===== config.mk =====
export PLATFORM = sky130hd
export DESIGN_NAME = split_timer
export DESIGN_NICKNAME = d
export VERILOG_FILES = /design/src/rtl/split_timer_pkg.sv /design/src/rtl/split_timer_prescale.sv /design/src/rtl/split_timer_half.sv /design/src/rtl/split_timer.sv
export SDC_FILE = /design/constraint.sdc
export NUM_CORES = 1
export LEC_CHECK = 0
export ABC_AREA = 1
export BUFFER_PORTS_ARGS = -buffer_cell sky130_fd_sc_hd__buf_2
export CORE_UTILIZATION = 60
export DETAILED_ROUTE_END_ITERATION = 16
export HOLD_SLACK_MARGIN = 0.06
export PLACE_DENSITY = 0.87
export SLEW_MARGIN = 30
export SYNTH_ARGS = -nofsm -noshare
export SYNTH_HDL_FRONTEND = slang
export SYNTH_HIERARCHICAL = 1
export SYNTH_SLANG_ARGS = --single-unit

===== constraint.sdc =====
create_clock -name clk -period 1.9 [get_ports clk]
set_clock_uncertainty 0.1 [all_clocks]
set_input_delay 0.095 -clock clk [delete_from_list [all_inputs] [get_ports clk]]
set_output_delay 0.095 -clock clk [all_outputs]
set_load 0.02 [all_outputs]

===== src/rtl/split_timer_pkg.sv =====
`timescale 1ns/1ps
package split_timer_pkg;
  localparam int DW = 8;
  localparam int AW = 3;

  localparam logic [AW-1:0] A_CTRL   = 3'd0;
  localparam logic [AW-1:0] A_FLAGS  = 3'd1;
  localparam logic [AW-1:0] A_LO_CNT = 3'd2;
  localparam logic [AW-1:0] A_HI_CNT = 3'd3;
  localparam logic [AW-1:0] A_LO_RLD = 3'd4;
  localparam logic [AW-1:0] A_HI_RLD = 3'd5;

  typedef struct packed {
    logic lo_fast;
    logic hi_fast;
    logic irq_en;
    logic capture;
    logic split;
    logic lo_irq_en;
    logic ext_sel;
    logic hi_run;
  } ctrl_t;
endpackage


===== src/rtl/split_timer_prescale.sv =====
`timescale 1ns/1ps
module split_timer_prescale #(
  parameter int SYS_DIV = 12,
  parameter int EXT_DIV = 8
) (
  input  logic clk,
  input  logic rst_n,
  input  logic ext_clk,
  output logic sys_tick,
  output logic ext_tick
);
  localparam int SW = $clog2(SYS_DIV);
  localparam int EW = $clog2(EXT_DIV);
  localparam logic [SW-1:0] SYS_LAST = SW'(SYS_DIV - 1);
  localparam logic [EW-1:0] EXT_LAST = EW'(EXT_DIV - 1);

  logic [SW-1:0] sys_q, sys_d;
  logic [EW-1:0] ext_q, ext_d;
  logic [2:0]    sync_q, sync_d;
  logic          ext_rise;

  always_comb begin
    sync_d   = {sync_q[1:0], ext_clk};
    ext_rise = sync_q[1] & ~sync_q[2];
    sys_tick = (sys_q == SYS_LAST);
    sys_d    = sys_tick ? '0 : sys_q + 1'b1;
    ext_tick = ext_rise & (ext_q == EXT_LAST);
    ext_d    = ext_q;
    if (ext_rise) ext_d = (ext_q == EXT_LAST) ? '0 : ext_q + 1'b1;
  end

  always_ff @(posedge clk or negedge rst_n) begin
    if (!rst_n) begin
      sys_q  <= '0;
      ext_q  <= '0;
      sync_q <= '0;
    end else begin
      sys_q  <= sys_d;
      ext_q  <= ext_d;
      sync_q <= sync_d;
    end
  end
endmodule


===== src/rtl/split_timer_half.sv =====
`timescale 1ns/1ps
module split_timer_half #(
  parameter int W = 8
) (
  input  logic         clk,
  input  logic         rst_n,
  input  logic         tick,
  input  logic         wr_cnt,
  input  logic         wr_rld,
  input  logic [W-1:0] wdata,
  output logic [W-1:0] cnt,
  output logic [W-1:0] rld,
  output logic         wrap
);
  logic [W-1:0] cnt_d, rld_d;

  always_comb begin
    wrap  = tick & (&cnt) & ~wr_cnt;
    rld_d = wr_rld ? wdata : rld;
    cnt_d = cnt;
    if (wr_cnt)    cnt_d = wdata;
    else if (tick) cnt_d = (&cnt) ? rld : cnt + 1'b1;
  end

  always_ff @(posedge clk or negedge rst_n) begin
    if (!rst_n) begin
      cnt <= '0;
      rld <= '0;
    end else begin
      cnt <= cnt_d;
      rld <= rld_d;
    end
  end
endmodule


===== src/rtl/split_timer.sv =====
`timescale 1ns/1ps
module split_timer
  import split_timer_pkg::*;
#(
  parameter int SYS_DIV = 12,
  parameter int EXT_DIV = 8
) (
  input  logic          clk,
  input  logic          rst_n,
  input  logic          ext_clk,
  input  logic          wr_en,
  input  logic [AW-1:0] wr_addr,
  input  logic [DW-1:0] wr_data,
  input  logic [AW-1:0] rd_addr,
  output logic [DW-1:0] rd_data,
  output logic          irq
);
  localparam int NH = 2;

  logic [1:0]    rst_sync_q;
  logic          rst_ni;
  ctrl_t         ctrl_q, ctrl_d;
  logic [NH-1:0] flags_q, flags_d;
  logic          sys_tick, ext_tick, active;
  logic [NH-1:0] tick_v, wrap_v, fast_v, gate_v, wr_cnt_v, wr_rld_v;
  logic [DW-1:0] cnt_v [NH];
  logic [DW-1:0] rld_v [NH];
  logic [DW-1:0] lo_cnt, hi_cnt, lo_rld, hi_rld;

  always_ff @(posedge clk or negedge rst_n) begin
    if (!rst_n) rst_sync_q <= '0;
    else        rst_sync_q <= {rst_sync_q[0], 1'b1};
  end
  assign rst_ni = rst_sync_q[1];

  split_timer_prescale #(.SYS_DIV(SYS_DIV), .EXT_DIV(EXT_DIV)) u_pre (
    .clk(clk), .rst_n(rst_ni), .ext_clk(ext_clk),
    .sys_tick(sys_tick), .ext_tick(ext_tick)
  );

  assign active = ctrl_q.split & ~ctrl_q.capture;
  assign fast_v = {ctrl_q.hi_fast, ctrl_q.lo_fast};
  assign gate_v = {ctrl_q.hi_run, 1'b1};

  for (genvar h = 0; h < NH; h++) begin : g_half
    assign tick_v[h]   = active & gate_v[h] &
                         (fast_v[h] | (ctrl_q.ext_sel ? ext_tick : sys_tick));
    assign wr_cnt_v[h] = wr_en & (wr_addr == A_LO_CNT + AW'(h));
    assign wr_rld_v[h] = wr_en & (wr_addr == A_LO_RLD + AW'(h));

    split_timer_half #(.W(DW)) u_half (
      .clk(clk), .rst_n(rst_ni), .tick(tick_v[h]),
      .wr_cnt(wr_cnt_v[h]), .wr_rld(wr_rld_v[h]), .wdata(wr_data),
      .cnt(cnt_v[h]), .rld(rld_v[h]), .wrap(wrap_v[h])
    );
  end

  assign lo_cnt = cnt_v[0];
  assign hi_cnt = cnt_v[1];
  assign lo_rld = rld_v[0];
  assign hi_rld = rld_v[1];

  always_comb begin
    ctrl_d  = (wr_en && wr_addr == A_CTRL) ? ctrl_t'(wr_data) : ctrl_q;
    flags_d = wrap_v | ((wr_en && wr_addr == A_FLAGS) ? wr_data[NH-1:0] : flags_q);
  end

  always_ff @(posedge clk or negedge rst_ni) begin
    if (!rst_ni) begin
      ctrl_q  <= '0;
      flags_q <= '0;
    end else begin
      ctrl_q  <= ctrl_d;
      flags_q <= flags_d;
    end
  end

  always_comb begin
    unique case (rd_addr)
      A_CTRL:   rd_data = ctrl_q;
      A_FLAGS:  rd_data = {{(DW-NH){1'b0}}, flags_q};
      A_LO_CNT: rd_data = lo_cnt;
      A_HI_CNT: rd_data = hi_cnt;
      A_LO_RLD: rd_data = lo_rld;
      A_HI_RLD: rd_data = hi_rld;
      default:  rd_data = '0;
    endcase
  end

  assign irq = ctrl_q.irq_en & (flags_q[1] | (flags_q[0] & ctrl_q.lo_irq_en));
endmodule


Word level (Yosys, flattened, before mapping)
Index checks and enable logic that the tools add are counted.
{"block": "totals", "register_bits": 54, "latchBits": 0, "mem_bits_rw": 0, "mem_bits_ro": 0, "output_inout_bits": 9, "elab_cells": 76, "n_memories": 0}
{"block": "classes", "n_addsub": 4, "mul": 0, "div_mod_pow": 0, "magnitude_cmp": 0, "n_eq_ne": 12, "n_shift": 0, "muxes": 11, "bitwise": 24, "reduce_logical": 8}
{"operator": "two-way mux 8 bit", "n": 6}
{"operator": "one-hot mux 8 bit (6 select lines)", "n": 1}
{"operator": "adder 8 x 1 -> 8 bit (second input constant)", "n": 2}
{"operator": "bitwise AND 1 bit", "n": 16}
{"operator": "AND reduction 8 bit", "n": 2}
{"operator": "== test 3 bit (second input constant)", "n": 5}
{"operator": "== test 3 x 2 -> 1 bit (second input constant)", "n": 4}
{"operator": "== test 3 x 1 -> 1 bit (second input constant)", "n": 2}
{"operator": "zero test 3 bit", "n": 2}
{"operator": "adder 4 x 1 -> 4 bit (second input constant)", "n": 1}
{"operator": "== test 4 bit (second input constant)", "n": 1}
{"operator": "two-way mux 4 bit", "n": 1}
{"operator": "inverter 1 bit", "n": 4}
{"operator": "nonzero test 2 bit", "n": 2}
{"operator": "adder 3 x 1 -> 3 bit (second input constant)", "n": 1}
{"operator": "two-way mux 3 bit", "n": 1}
{"operator": "OR 1 bit", "n": 3}
{"operator": "logical AND 1 bit", "n": 2}
{"operator": "two-way mux 2 bit", "n": 1}
{"operator": "OR 2 bit", "n": 1}
{"operator": "two-way mux 1 bit", "n": 1}

Depth between registers and ports, before layout
Gate-level depths: netlist (run 1).
{"block": "logic_depth", "depth_word": 9, "depth_mapped": 14}

Cells and area by module
Netlist (run 1), hierarchy kept.
{"mod": "split_timer_half", "instances": 2, "cells_each": 110, "area_per_inst_um2": 908.4, "seq_area_each_um2": 400.4}
{"mod": "split_timer", "instances": 1, "cells_each": 178, "area_per_inst_um2": 1061.0, "seq_area_each_um2": 300.3}
{"mod": "split_timer_prescale", "instances": 1, "cells_each": 38, "area_per_inst_um2": 397.9, "seq_area_each_um2": 250.2}

Worst setup path after synthesis (run 1)
OpenSTA, ideal clock, no wires.
{"block": "synth_path", "kind": "register -> register", "startpoint": "register u_pre.ext_q[0]", "endpoint": "register flags_q[0]", "arrival_time_ps": 1553, "setup_slack_ps": 120, "path_stages_with_launch": 14, "n_path_buf": 0, "cell_sequence": "dfrtp_1 -> ha_1 -> ha_1 -> inv_1 -> nor2_1 -> nand2_1 -> nand2_1 -> o21ai_0 -> inv_1 -> inv_1 -> nor2_4 -> inv_1 -> nor2_4 -> nand3b_1"}
{"block": "synth_via", "elab_chain_len": 8}
{"item": "start, declared", "line_no": "split_timer_prescale.sv:18", "rtl": "logic [EW-1:0] ext_q, ext_d;"}
{"item": "start signal, assigned", "line_no": "split_timer_prescale.sv:39", "rtl": "ext_q <= ext_d;"}
{"item": "== test 3 bit", "line_no": "split_timer_prescale.sv:27", "rtl": "ext_tick = ext_rise & (ext_q == EXT_LAST);"}
{"item": "bitwise AND 1 bit", "line_no": "split_timer_prescale.sv:27"}
{"item": "named net ext_tick", "line_no": "split_timer.sv:24", "rtl": "logic sys_tick, ext_tick, active;"}
{"item": "two-way mux 1 bit", "line_no": "split_timer.sv:47", "rtl": "(fast_v[h] | (ctrl_q.ext_sel ? ext_tick : sys_tick));"}
{"item": "OR 1 bit", "line_no": "split_timer.sv:47"}
{"item": "bitwise AND 1 bit", "line_no": "split_timer.sv:46", "rtl": "assign tick_v[h] = active & gate_v[h] &"}
{"item": "named net tick_v[0]", "line_no": "split_timer.sv:25", "rtl": "logic [NH-1:0] tick_v, wrap_v, fast_v, gate_v, wr_cnt_v, wr_rld_v;"}
{"item": "bitwise AND 1 bit (2 in a row)", "line_no": "split_timer_half.sv:18", "rtl": "wrap = tick & (&cnt) & ~wr_cnt;"}
{"item": "named net wrap_v[0]", "line_no": "split_timer.sv:25"}
{"item": "OR 2 bit", "line_no": "split_timer.sv:65", "rtl": "flags_d = wrap_v | ((wr_en && wr_addr == A_FLAGS) ? wr_data[NH-1:0] : flags_q);"}
{"item": "named net flags_d[0]", "line_no": "split_timer.sv:23", "rtl": "logic [NH-1:0] flags_q, flags_d;"}
{"item": "end signal, assigned", "line_no": "split_timer.sv:74", "rtl": "flags_q <= flags_d;"}
{"item": "end, declared", "line_no": "split_timer.sv:23"}
The timed path passes the listed nets, and every way through them passes these cells.
A chain may end at the register's enable or synchronous reset.

Worst setup path in the final report (run 1)
{"block": "layout_path", "startpoint": "register u_pre.sys_q[0]", "endpoint": "register g_half[1].u_half.cnt[7]"}
{"block": "layout_via", "elab_chain_len": 5}
{"item": "start, declared", "line_no": "split_timer_prescale.sv:17", "rtl": "logic [SW-1:0] sys_q, sys_d;"}
{"item": "start signal, assigned", "line_no": "split_timer_prescale.sv:38", "rtl": "sys_q <= sys_d;"}
{"item": "== test 4 bit", "line_no": "split_timer_prescale.sv:25", "rtl": "sys_tick = (sys_q == SYS_LAST);"}
{"item": "named net sys_tick", "line_no": "split_timer.sv:24"}
{"item": "two-way mux 1 bit", "line_no": "split_timer.sv:47"}
{"item": "OR 1 bit", "line_no": "split_timer.sv:47"}
{"item": "bitwise AND 1 bit", "line_no": "split_timer.sv:46"}
{"item": "named net tick_v[1]", "line_no": "split_timer.sv:25"}
{"item": "nonzero test 2 bit (no line)"}
{"item": "end signal, assigned", "line_no": "split_timer_half.sv:30", "rtl": "cnt <= cnt_d;"}
{"item": "end, declared", "line_no": "split_timer_half.sv:11", "rtl": "output logic [W-1:0] cnt,"}
The timed path passes the listed nets, and every way through them passes these cells.

==> metrics.cfg, run 1 <==
[power_and_ir_drop]
internal_power_mw=2.249
p_per_area_nw_per_um2=973.4
swShare=0.4038
power_frac_clock=0.188
p_seq_frac=0.494
p_comb_frac=0.318
p_switching_mw=1.524
peakVddDrop_mv=0.7244
p_leak_nw=1.965

[global_route]
overflow=0
track_usage=0.3036
grt_pass1_vias=2907
grt_pass1_wl_mm=12.97
grt_antenna_before_repair=0
grt_max_degree=53

[clock_tree]
cts_sinks=54
cts_buffer_depth=2
numCtsBuffers=5
clk_latency_ns=0.32
clkTransAtPathRegs_ns=0.11
cts_max_level=2
cts_tree=built
cts_root_buffer=clkbuf_8

[drt]
drt_iter0_markers=307
routed_via_density=5.606
ant_nets=0
num_vias=3117
routed_wl_mm=8.385
detail_route.wl_per_cell_um=15.08
drc=0
dr.pass1.iters=5

[sta]
finalCritPeriodShare=0.9608
hold_slack_ns=0.07187
rsz0062_at_grt=yes
fmax_mhz=547.8
slew_viol_final=0
worst_slack_ns=0.07441
min_period_ns=1.826
setup_violations=0
hold_violations=0

[place]
placed_area_sq_um=3508
hpwl_mm=5.863
port_buffers=26
gp_congestion=0.8977
post-place-ws_ns=-0.06363

[worst_setup_path]
crit_path_start_kind=flop
crit_family=simple AND/OR/NAND/NOR gates
critPathBufInv=3
cp.required_ns=2.06
critical_path_arrival_ns=1.98
endpoint_kind=flop
max_stage_delay_ns=0.38
crit_top_cell=nand2_1
critical_path.max_fanout=5
worst-setup-path-type=reg -> reg
slowest_stage=dfrtp_1
regToRegSetupSlack_ns=0.07
crit_chain=ha_2, nand2_2, nor2_4, nand2_1, nand3_2, nand3_2, inv_2, inv_2, nor2_4, buf_6, nand2_2, nor2_1, nand2_1, nand2_1

[synth]
syn_area_sq_um=3276
synth_cells=436
yosysUniqueCellTypes=25
yosys_warnings=6
synth-seq-cells=54
syn-mean-instance-area_sq_um=7.513
syn-num-nets=459
ys_seq_area_frac=0.4125

[floorplan]
rows=26
coreArea_sq_um=5172
die_y_um=75.89
die-area_sq_um=5759
die_w_um=75.89
start_util=0.6333
ios=27

[run_status]
outcome=completed

[final_layout]
drive_above_1_share=0.2119
antenna_cells=0
multi_input_area_sq_um=1680
area_growth_pct=18.33
fillers=393
fin_nets=508
regArea_sq_um=1353
design_area_sq_um=3876

[min_path]
hold_path.class=in -> reg

[flow_run]
max_cap_violations=0

## power by group through the flow
stage | combinational [mW] | sequential (mW) | clock, mW
after floorplan | 0.817 | 1.72 | 0
after global placement | 1.02 | 1.82 | 0
after detailed placement | 1.07 | 1.85 | 0
after CTS | 1.11 | 1.82 | 0.715
after global routing | 1.36 | 1.90 | 0.761
final | 1.20 | 1.86 | 0.710
## worst min-delay path, cell delays in order
cell and delay [ns]:
buf_2 0.10, nand2_1 0.06, nor2_1 0.07, nand2_1 0.07
nand3b_1 0.07
## cells in the mapped netlist, drive strengths merged
cell / n / area [sq um]
buf: 10 / 65.06
a21boi: 1 / 7.510
nand3b: 4 / 30.03
a21oi: 4 / 20.02
nor3: 1 / 5.000
ha: 5 / 62.56
conb: 1 / 3.750
nand3: 46 / 242.7
nor4: 1 / 6.260
nand2: 101 / 399.1
nand4: 15 / 93.84
nor2: 56 / 292.8
inv: 74 / 277.8
o21ai: 37 / 185.2
a22oi: 16 / 120.1
mux2: 10 / 112.6
dfrtp: 54 / 1351
## metal layers
layer / vias to the layer above / global-route usage / wire length [um]
met4: 0 / 0.1214 / 183
met3: 18 / 0.03968 / 515
met2: 137 / 0.5084 / 4045
met1: 1453 / 0.4000 / 3641
met5: - / 0 / 0
li1: 1509 / - / -
## state kept, by name (all words and copies together) (netlist names)
signal             flops
ctrl_q                 8
flags_q                2
g_half.u_half/cnt     16
g_half.u_half/rld     16
rst_sync_q             2
u_pre/ext_q            3
u_pre/sync_q           3
u_pre/sys_q            4
## worst paths after layout
path | from | endpoint | depth (start not counted)
setup reg to reg | u_pre/sys_q[0]$_DFF_PN0_ | g_half[1].u_half/cnt[7]$_DFFE_PN0P_ | 14
hold reg to reg | rst_sync_q[1]$_DFF_PN0_ | u_pre/sync_q[2]$_DFF_PN0_ | 1
max in group asynchronous | rst_n | rst_sync_q[1]$_DFF_PN0_ | 3
hold / removal | wr_en | flags_q[0]$_DFF_PN0_ | 5
min in group asynchronous | rst_sync_q[1]$_DFF_PN0_ | u_pre/sync_q[2]$_DFF_PN0_ | 1
setup / recovery | u_pre/sys_q[0]$_DFF_PN0_ | g_half[1].u_half/cnt[7]$_DFFE_PN0P_ | 14
## cell usage in the layout, fill, tap and decap left out
cell / instances
buf_4: 11
nand3_4: 1
buf_12: 1
nand4_1: 15
nand2_1: 94
clkinvlp_4: 1
a22oi_2: 7
ha_2: 2
nor4_2: 1
nand3b_1: 4
nand3_1: 42
a21oi_1: 4
conb_1: 1
a21boi_0: 1
dlygate4sd3_1: 11
buf_2: 26
dfrtp_2: 1
inv_2: 6
nand2_4: 2
ha_1: 2
dfrtp_1: 53
inv_1: 67
ha_4: 1
nand2_2: 5
a22oi_1: 9
o21ai_0: 26
nor2_4: 13
nor2_2: 1
o21ai_1: 11
inv_4: 1
nor3_1: 1
nor2_1: 42
mux2_2: 10
clkbuf_8: 6
buf_6: 3
nand3_2: 3
inv_6: 1
## repair_timing
item / CTS / global route
gates resized for setup: 3 / 31
pin swaps: 0 / 15
endpoints found under the hold margin: 45 / 0
endpoints found under the setup margin: 11 / 18
buffers inserted: 1 / 6
hold buffers: 11 / 0
## metrics by stage
step	std cells	utilization	setup TNS, ns	power (mW)
3_3_place_gp	530	0.6783	-0.1374	2.849
2_1_floorplan	436	-	0	2.541
5_1_grt	556	0.7494	-0.2130	4.021
3_5_place_dp	530	0.6783	-0.5121	2.918
6_report	556	0.7494	0	3.773
4_1_cts	550	0.7211	0	3.651
## layout make-up
cell class,count,share of cell area
Inverter,74,0.07230
Clock buffer,6,0.02130
Multi-Input combinational cell,298,0.4335
Timing Repair Buffer,52,0.09716
Tap cell,70,0.02260
Clock inverter,2,0.004196
Sequential cell,54,0.3489
## cells by family after synthesis
| kind of cell | share of synthesized area |
|---|---|
| other | 0.001145 |
| flip-flops | 0.4125 |
| multiplexers | 0.03438 |
| adder cells (fa/ha/maj) | 0.01910 |
| AO/OA/AOI/OAI | 0.1016 |
| AND/OR/NAND/NOR | 0.3266 |
| buffers and inverters | 0.1047 |
No activity file was read; power rests on OpenSTA's default activity.
==> run 2, diff against run 1 <==
==> constraint.sdc (replaced) <==
create_clock -name clk -period 1.8 [get_ports clk]
set_clock_uncertainty 0.1 [all_clocks]
set_input_delay 0.09 -clock clk [delete_from_list [all_inputs] [get_ports clk]]
set_output_delay 0.09 -clock clk [all_outputs]
set_load 0.02 [all_outputs]
==> run 2 against run 1 <==
Net effect:
- the run now ends with setup timing left
- cell count up 0.36%
- combinational power up 8%
- global-route usage up 1.8 points
- first-iteration DRC count up 4.9%
- clock-buffer cell count up 1
- critical path depth up 1
- worst setup slack worse by 0.21 ns
- worst hold slack better by 0.0027 ns
- sequential cell count unchanged
==> metrics.cfg, run 2 (synthesis results as in run 1) <==
[run_status]
outcome=complete, but fails checks  ; was completed
violations=setup timing

[floorplan]
rows=26  ; unchanged
ios=27  ; unchanged
coreArea_sq_um=5172  ; unchanged
die_w_um=75.89  ; unchanged
start_util=0.6333  ; unchanged
die-area_sq_um=5759  ; unchanged
die_y_um=75.89  ; unchanged

[worst_setup_path]
cp.required_ns=1.90  ; was 2.06 ns
endpoint_kind=flop  ; unchanged
worst-setup-path-type=reg -> reg  ; unchanged
crit_path_start_kind=flop  ; unchanged
critical_path_arrival_ns=2.04  ; was 1.98 ns
critical_path.max_fanout=4  ; was 5

[power_and_ir_drop]
internal_power_mw=2.522  ; was 2.249 mW
p_per_area_nw_per_um2=1043  ; was 973.4 nW/um^2
p_seq_frac=0.480  ; was 0.494
p_leak_nw=2.000  ; was 1.965 nW
swShare=0.3842  ; was 0.4038
power_mw=4.095  ; was 3.773 mW
power_frac_clock=0.206  ; was 0.188
p_switching_mw=1.573  ; was 1.524 mW
p_comb_frac=0.314  ; was 0.318
peakVddDrop_mv=0.7507  ; was 0.7244 mV

[final_layout]
design_area_sq_um=3925  ; was 3876 sq um
antenna_cells=0  ; unchanged
reg_top3=g_half.u_half/cnt (16), g_half.u_half/rld (16), ctrl_q (8)  ; unchanged
final_cells=558  ; was 556
area_growth_pct=19.82  ; was 18.33%
drive_above_1_share=0.2090  ; was 0.2119
fin_nets=510  ; was 508
final_common_cell=nand2_1  ; unchanged
layout_common_cells=nand2_1 (92), inv_1 (67), dfrtp_1 (53)  ; was nand2_1 (94), inv_1 (67), dfrtp_1 (53)
fillers=370  ; was 393

[global_route]
grt_pass1_wl_mm=13.67  ; was 12.97 mm
grt_antenna_before_repair=0  ; unchanged
overflow=0  ; unchanged
grt_max_degree=47  ; was 53
track_usage=0.3216  ; was 0.3036
grt_pass1_vias=2914  ; was 2907

[sta]
finalSetupTns_ns=-0.5938  ; was 0 ns
slew_viol_final=0  ; unchanged
min_period_ns=1.939  ; was 1.826 ns
worst_slack_ns=-0.1385  ; was 0.07441 ns
hold_violations=0  ; unchanged
setup_violations=15  ; was 0
finalCritPeriodShare=1.077  ; was 0.9608
fmax_mhz=515.9  ; was 547.8 MHz
hold_slack_ns=0.07456  ; was 0.07187 ns
rsz0062_at_grt=yes  ; unchanged

[drt]
drt_iter0_markers=322  ; was 307
detail_route.wl_per_cell_um=15.13  ; was 15.08 um
drc=0  ; unchanged
ant_nets=0  ; unchanged
num_vias=3130  ; was 3117
dr.pass1.iters=5  ; unchanged
routed_via_density=5.609  ; was 5.606
routed_wl_mm=8.440  ; was 8.385 mm

[clock_tree]
numCtsBuffers=5  ; unchanged
clkTransAtPathRegs_ns=0.09  ; was 0.11 ns
cts_tree=built  ; unchanged
cts_max_level=2  ; unchanged
cts_buffer_depth=2  ; unchanged
clk_latency_ns=0.31  ; was 0.32 ns
cts_sinks=54  ; unchanged
cts_root_buffer=clkbuf_8  ; unchanged

[place]
port_buffers=26  ; unchanged
hpwl_mm=6.007  ; was 5.863 mm
placed_area_sq_um=3563  ; was 3508 sq um
gp_congestion=0.9420  ; was 0.8977
dp_cells=534  ; was 530

[min_path]
hold_path.class=in -> reg  ; unchanged

[flow_run]
max_cap_violations=0  ; unchanged

run 2: changes by cell type in the layout (fill, tap and decap cells not counted), sizes merged:
cell / delta
clkinvlp: -1
buf: +1
dlygate4sd3: +1
bufinv: +1
clkbuf: +1
inv: -1
run 2: cell type report:
type                       instances  area, sq um  area share
timing repair buffer              54        411.6      0.1049
clock inverter                     1        30.03    0.007651
inverter                          74        282.8     0.07204
sequential                        54         1353      0.3446
tap                               70        87.58     0.02231
clock buffer                       7        86.33     0.02200
multi-input combinational        298         1674      0.4265
run 2: per-stage QoR:
stage,utilization,worst slack [ns]
after global placement,0.6889,-0.1153
after CTS,0.7433,-0.06270
after detailed placement,0.6889,-0.1602
after floorplan,-,0.02041
final,0.7588,-0.1385
after global routing,0.7588,-0.2420
run 2: what timing repair did:
item	4_1_cts	5_1_grt
setup endpoints to repair	18	18
setup buffers	2	2
pin swaps	7	15
hold buffers	12	0
endpoints found under the hold margin	49	0
cloned	0	0
gates resized for setup	17	18
run 2: final timing paths:
path	from	endpoint	slack [ns]	cells after the start
worst max-delay path	u_pre/ext_q[0]$_DFFE_PN0P_	g_half[0].u_half/cnt[6]$_DFFE_PN0P_	-0.14	15
worst min-delay path	wr_en	flags_q[0]$_DFF_PN0_	0.07	5
worst max register to register	u_pre/ext_q[0]$_DFFE_PN0P_	g_half[0].u_half/cnt[6]$_DFFE_PN0P_	-0.14	15
worst min register to register	rst_sync_q[1]$_DFF_PN0_	g_half[1].u_half/rld[1]$_DFFE_PN0P_	0.17	1
max in group asynchronous	rst_sync_q[1]$_DFF_PN0_	u_pre/ext_q[1]$_DFFE_PN0P_	0.79	1
min in group asynchronous	rst_sync_q[1]$_DFF_PN0_	g_half[1].u_half/rld[1]$_DFFE_PN0P_	0.17	1
run 2: power by group through the flow:
| stage | logic, mW | clock network (mW) | registers (mW) |
|---|---|---|---|
| floorplan | 0.862 | 0 | 1.82 |
| global placement | 1.09 | 0 | 1.92 |
| detailed placement | 1.14 | 0 | 1.95 |
| CTS | 1.22 | 0.858 | 1.93 |
| global route | 1.47 | 0.902 | 2.00 |
| finish | 1.29 | 0.844 | 1.96 |
run 2: critical path, cell delays in order, from the launching register on:
cell	delay [ns]
dfrtp_1	0.40
ha_2	0.21
ha_4	0.17
inv_4	0.06
nor2_4	0.03
nand2_2	0.07
nand2_1	0.05
o21ai_1	0.12
inv_1	0.09
inv_2	0.07
nor2_4	0.04
buf_4	0.15
inv_4	0.07
a21oi_2	0.03
o21ai_1	0.08
nand2_1	0.09
run 2: per-layer routing:
metal	GRT usage	vias to the layer above	routed length (um)
met5	0	-	0
met2	0.5418	106	4152
met3	0.04894	23	499
met4	0.1152	0	194
li1	-	1512	-
met1	0.4215	1489	3593
==> run 3, diff against run 2 <==
--- a/config.mk
+++ b/config.mk
@@ -7,6 +7,7 @@
 export LEC_CHECK = 0
 export ABC_AREA = 1
 export BUFFER_PORTS_ARGS = -buffer_cell sky130_fd_sc_hd__buf_2
+export CORE_MARGIN = 3
 export CORE_UTILIZATION = 60
 export DETAILED_ROUTE_END_ITERATION = 16
 export HOLD_SLACK_MARGIN = 0.06
==> run 3 against run 2 <==
Net effect:
- the run still ends with setup timing left
- clock-buffer cell count unchanged
- combinational power about the same
- sequential share of layout area increased by 0.088 points
- sequential cell count unchanged
- register-to-register slack gained 0.02 ns
- largest cell class unchanged
- largest power group unchanged
==> metrics.cfg, run 3 (synthesis results as in run 1) <==
[floorplan]
rows=26  ; unchanged
ios=27  ; unchanged
coreArea_sq_um=5205  ; was 5172 sq um
die-area_sq_um=6382  ; was 5759 sq um
die_y_um=79.89  ; was 75.89 um
die_w_um=79.89  ; was 75.89 um
start_util=0.6293  ; was 0.6333

[sta]
rsz0062_at_grt=yes  ; unchanged
finalCritPeriodShare=1.065  ; was 1.077
hold_violations=0  ; unchanged
fmax_mhz=521.7  ; was 515.9 MHz
slew_viol_final=0  ; unchanged
setup_violations=17  ; was 15
min_period_ns=1.917  ; was 1.939 ns
worst_slack_ns=-0.1168  ; was -0.1385 ns

[final_layout]
finish.utilization=0.7522  ; was 0.7588
multi_input_area_sq_um=1705  ; was 1674 sq um
regArea_sq_um=1353  ; unchanged
reg_top3=g_half.u_half/cnt (16), g_half.u_half/rld (16), ctrl_q (8)  ; unchanged
fin_nets=509  ; was 510
final_common_cell=nand2_1  ; unchanged
area_growth_pct=19.52  ; was 19.82%
final_cells=557  ; was 558
design_area_sq_um=3915  ; was 3925 sq um
layout_common_cells=nand2_1 (93), inv_1 (66), dfrtp_1 (53)  ; was nand2_1 (92), inv_1 (67), dfrtp_1 (53)
antenna_cells=0  ; unchanged
drive_above_1_share=0.2177  ; was 0.2090
fillers=391  ; was 370

[worst_setup_path]
max_stage_delay_ns=0.43  ; was 0.40 ns
critical_path.max_fanout=8  ; was 4
critical_path_arrival_ns=2.07  ; was 2.04 ns
slowest_stage=dfrtp_1  ; unchanged
cp.required_ns=1.95  ; was 1.90 ns
worst-setup-path-type=reg -> reg  ; unchanged
endpoint_kind=flop  ; unchanged
crit_path_start_kind=flop  ; unchanged
crit_chain=ha_4, ha_4, inv_4, nor2_4, nand2_2, nand3_1, nand3_2, inv_2, buf_4, nor2_4, a22oi_1, nand2_1  ; was ha_2, ha_4, inv_4, nor2_4, nand2_2, nand2_1, o21ai_1, inv_1, inv_2, nor2_4, buf_4, inv_4, a21oi_2, o21ai_1, nand2_1

[place]
hpwl_mm=5.992  ; was 6.007 mm
placed_area_sq_um=3556  ; was 3563 sq um
port_buffers=26  ; unchanged
gp_congestion=0.9697  ; was 0.9420
dp_cells=533  ; was 534

[global_route]
track_usage=0.2749  ; was 0.3216
grt_pass1_wl_mm=13.78  ; was 13.67 mm
grt_max_degree=39  ; was 47
grt_pass1_vias=2926  ; was 2914
grt_antenna_before_repair=0  ; unchanged
overflow=0  ; unchanged

[drt]
num_vias=3172  ; was 3130
detail_route.wl_per_cell_um=15.37  ; was 15.13 um
drc=0  ; unchanged
routed_wl_mm=8.560  ; was 8.440 mm
drt_iter0_markers=236  ; was 322
routed_via_density=5.695  ; was 5.609
ant_nets=0  ; unchanged
dr.pass1.iters=5  ; unchanged

[run_status]
outcome=complete, but fails checks  ; unchanged
violations=setup timing  ; unchanged

[clock_tree]
cts_buffer_depth=2  ; unchanged
cts_max_level=2  ; unchanged
cts_tree=built  ; unchanged
clk_latency_ns=0.31  ; about the same
clkTransAtPathRegs_ns=0.09  ; about the same
cts_root_buffer=clkbuf_8  ; unchanged
cts_sinks=54  ; unchanged
numCtsBuffers=5  ; unchanged

[power_and_ir_drop]
p_leak_nw=1.985  ; was 2.000 nW
p_per_area_nw_per_um2=1011  ; was 1043 nW/um^2
peakVddDrop_mv=0.7050  ; was 0.7507 mV

[min_path]
hold_path.class=reg -> async  ; was in -> reg

[flow_run]
max_cap_violations=0  ; unchanged

run 3: cell types whose count changed in the layout (fill, tap and decap cells not counted), sizes merged:
cell / before / now
bufinv: 1 / 0
clkinv: 0 / 1
dlygate4sd3: 12 / 11
run 3: timing repair:
action,4_1_cts,5_1_grt
hold buffers,11,0
endpoints found under the hold margin,42,0
gates cloned,0,0
buffers inserted,2,3
endpoints found under the setup margin,18,18
pin swaps,4,13
gates resized for setup,14,25
run 3: metrics by stage:
step	power [mW]	setup slack (ns)	TNS [ns]	hold slack [ns]
CTS	3.835	0.0001736	0	0.07074
floorplan	2.682	0.02041	0	-0.3056
detailed placement	3.090	-0.2172	-2.452	-0.2229
finish	3.957	-0.1168	-0.9949	0.07349
global placement	3.009	-0.1597	-1.424	-0.2238
global route	4.226	-0.1838	-2.599	0.08373
run 3: path summary, 6_finish.rpt:
path,from,to,slack [ns],cells after the start
worst max-delay path,u_pre/ext_q[0]$_DFFE_PN0P_,g_half[1].u_half/cnt[7]$_DFFE_PN0P_,-0.12,12
worst min-delay path,rst_sync_q[1]$_DFF_PN0_,u_pre/sync_q[0]$_DFF_PN0_,0.07,0
worst max register to register,u_pre/ext_q[0]$_DFFE_PN0P_,g_half[1].u_half/cnt[7]$_DFFE_PN0P_,-0.12,12
worst min register to register,rst_sync_q[1]$_DFF_PN0_,u_pre/sync_q[0]$_DFF_PN0_,0.07,0
max in group asynchronous,rst_n,rst_sync_q[1]$_DFF_PN0_,0.94,3
min in group clk,wr_en,flags_q[1]$_DFF_PN0_,0.08,5
run 3: power breakdown:
group | switching [mW] | internal (mW)
registers | 0.459 | 1.52
logic | 0.732 | 0.543
clock network | 0.392 | 0.311
run 3: worst max-delay path, delay by kind of cell, from the launching register on:
family,cells,cell delay [ns]
flip-flops,1,0.43
adder cells (fa/ha/maj),2,0.33
AND/OR/NAND/NOR,6,0.64
buffers and inverters,3,0.23
AO/OA/AOI/OAI,1,0.11
run 3: layout make-up:
| cell class | count | share of cell area |
|---|---|---|
| repair buffers | 53 | 0.1016 |
| well taps | 70 | 0.02237 |
| inverters | 74 | 0.07159 |
| multi-input cells | 298 | 0.4356 |
| clock inverters | 1 | 0.001278 |
| flip-flops and latches | 54 | 0.3455 |
| clock buffers | 7 | 0.02205 |
run 3: metal layers:
metal,global-route usage,share of wire,vias to the layer above
met5,0,0,-
met4,0.08277,0.018,0
met3,0.04966,0.063,18
met2,0.4495,0.50,143
met1,0.3718,0.42,1494
li1,-,-,1517
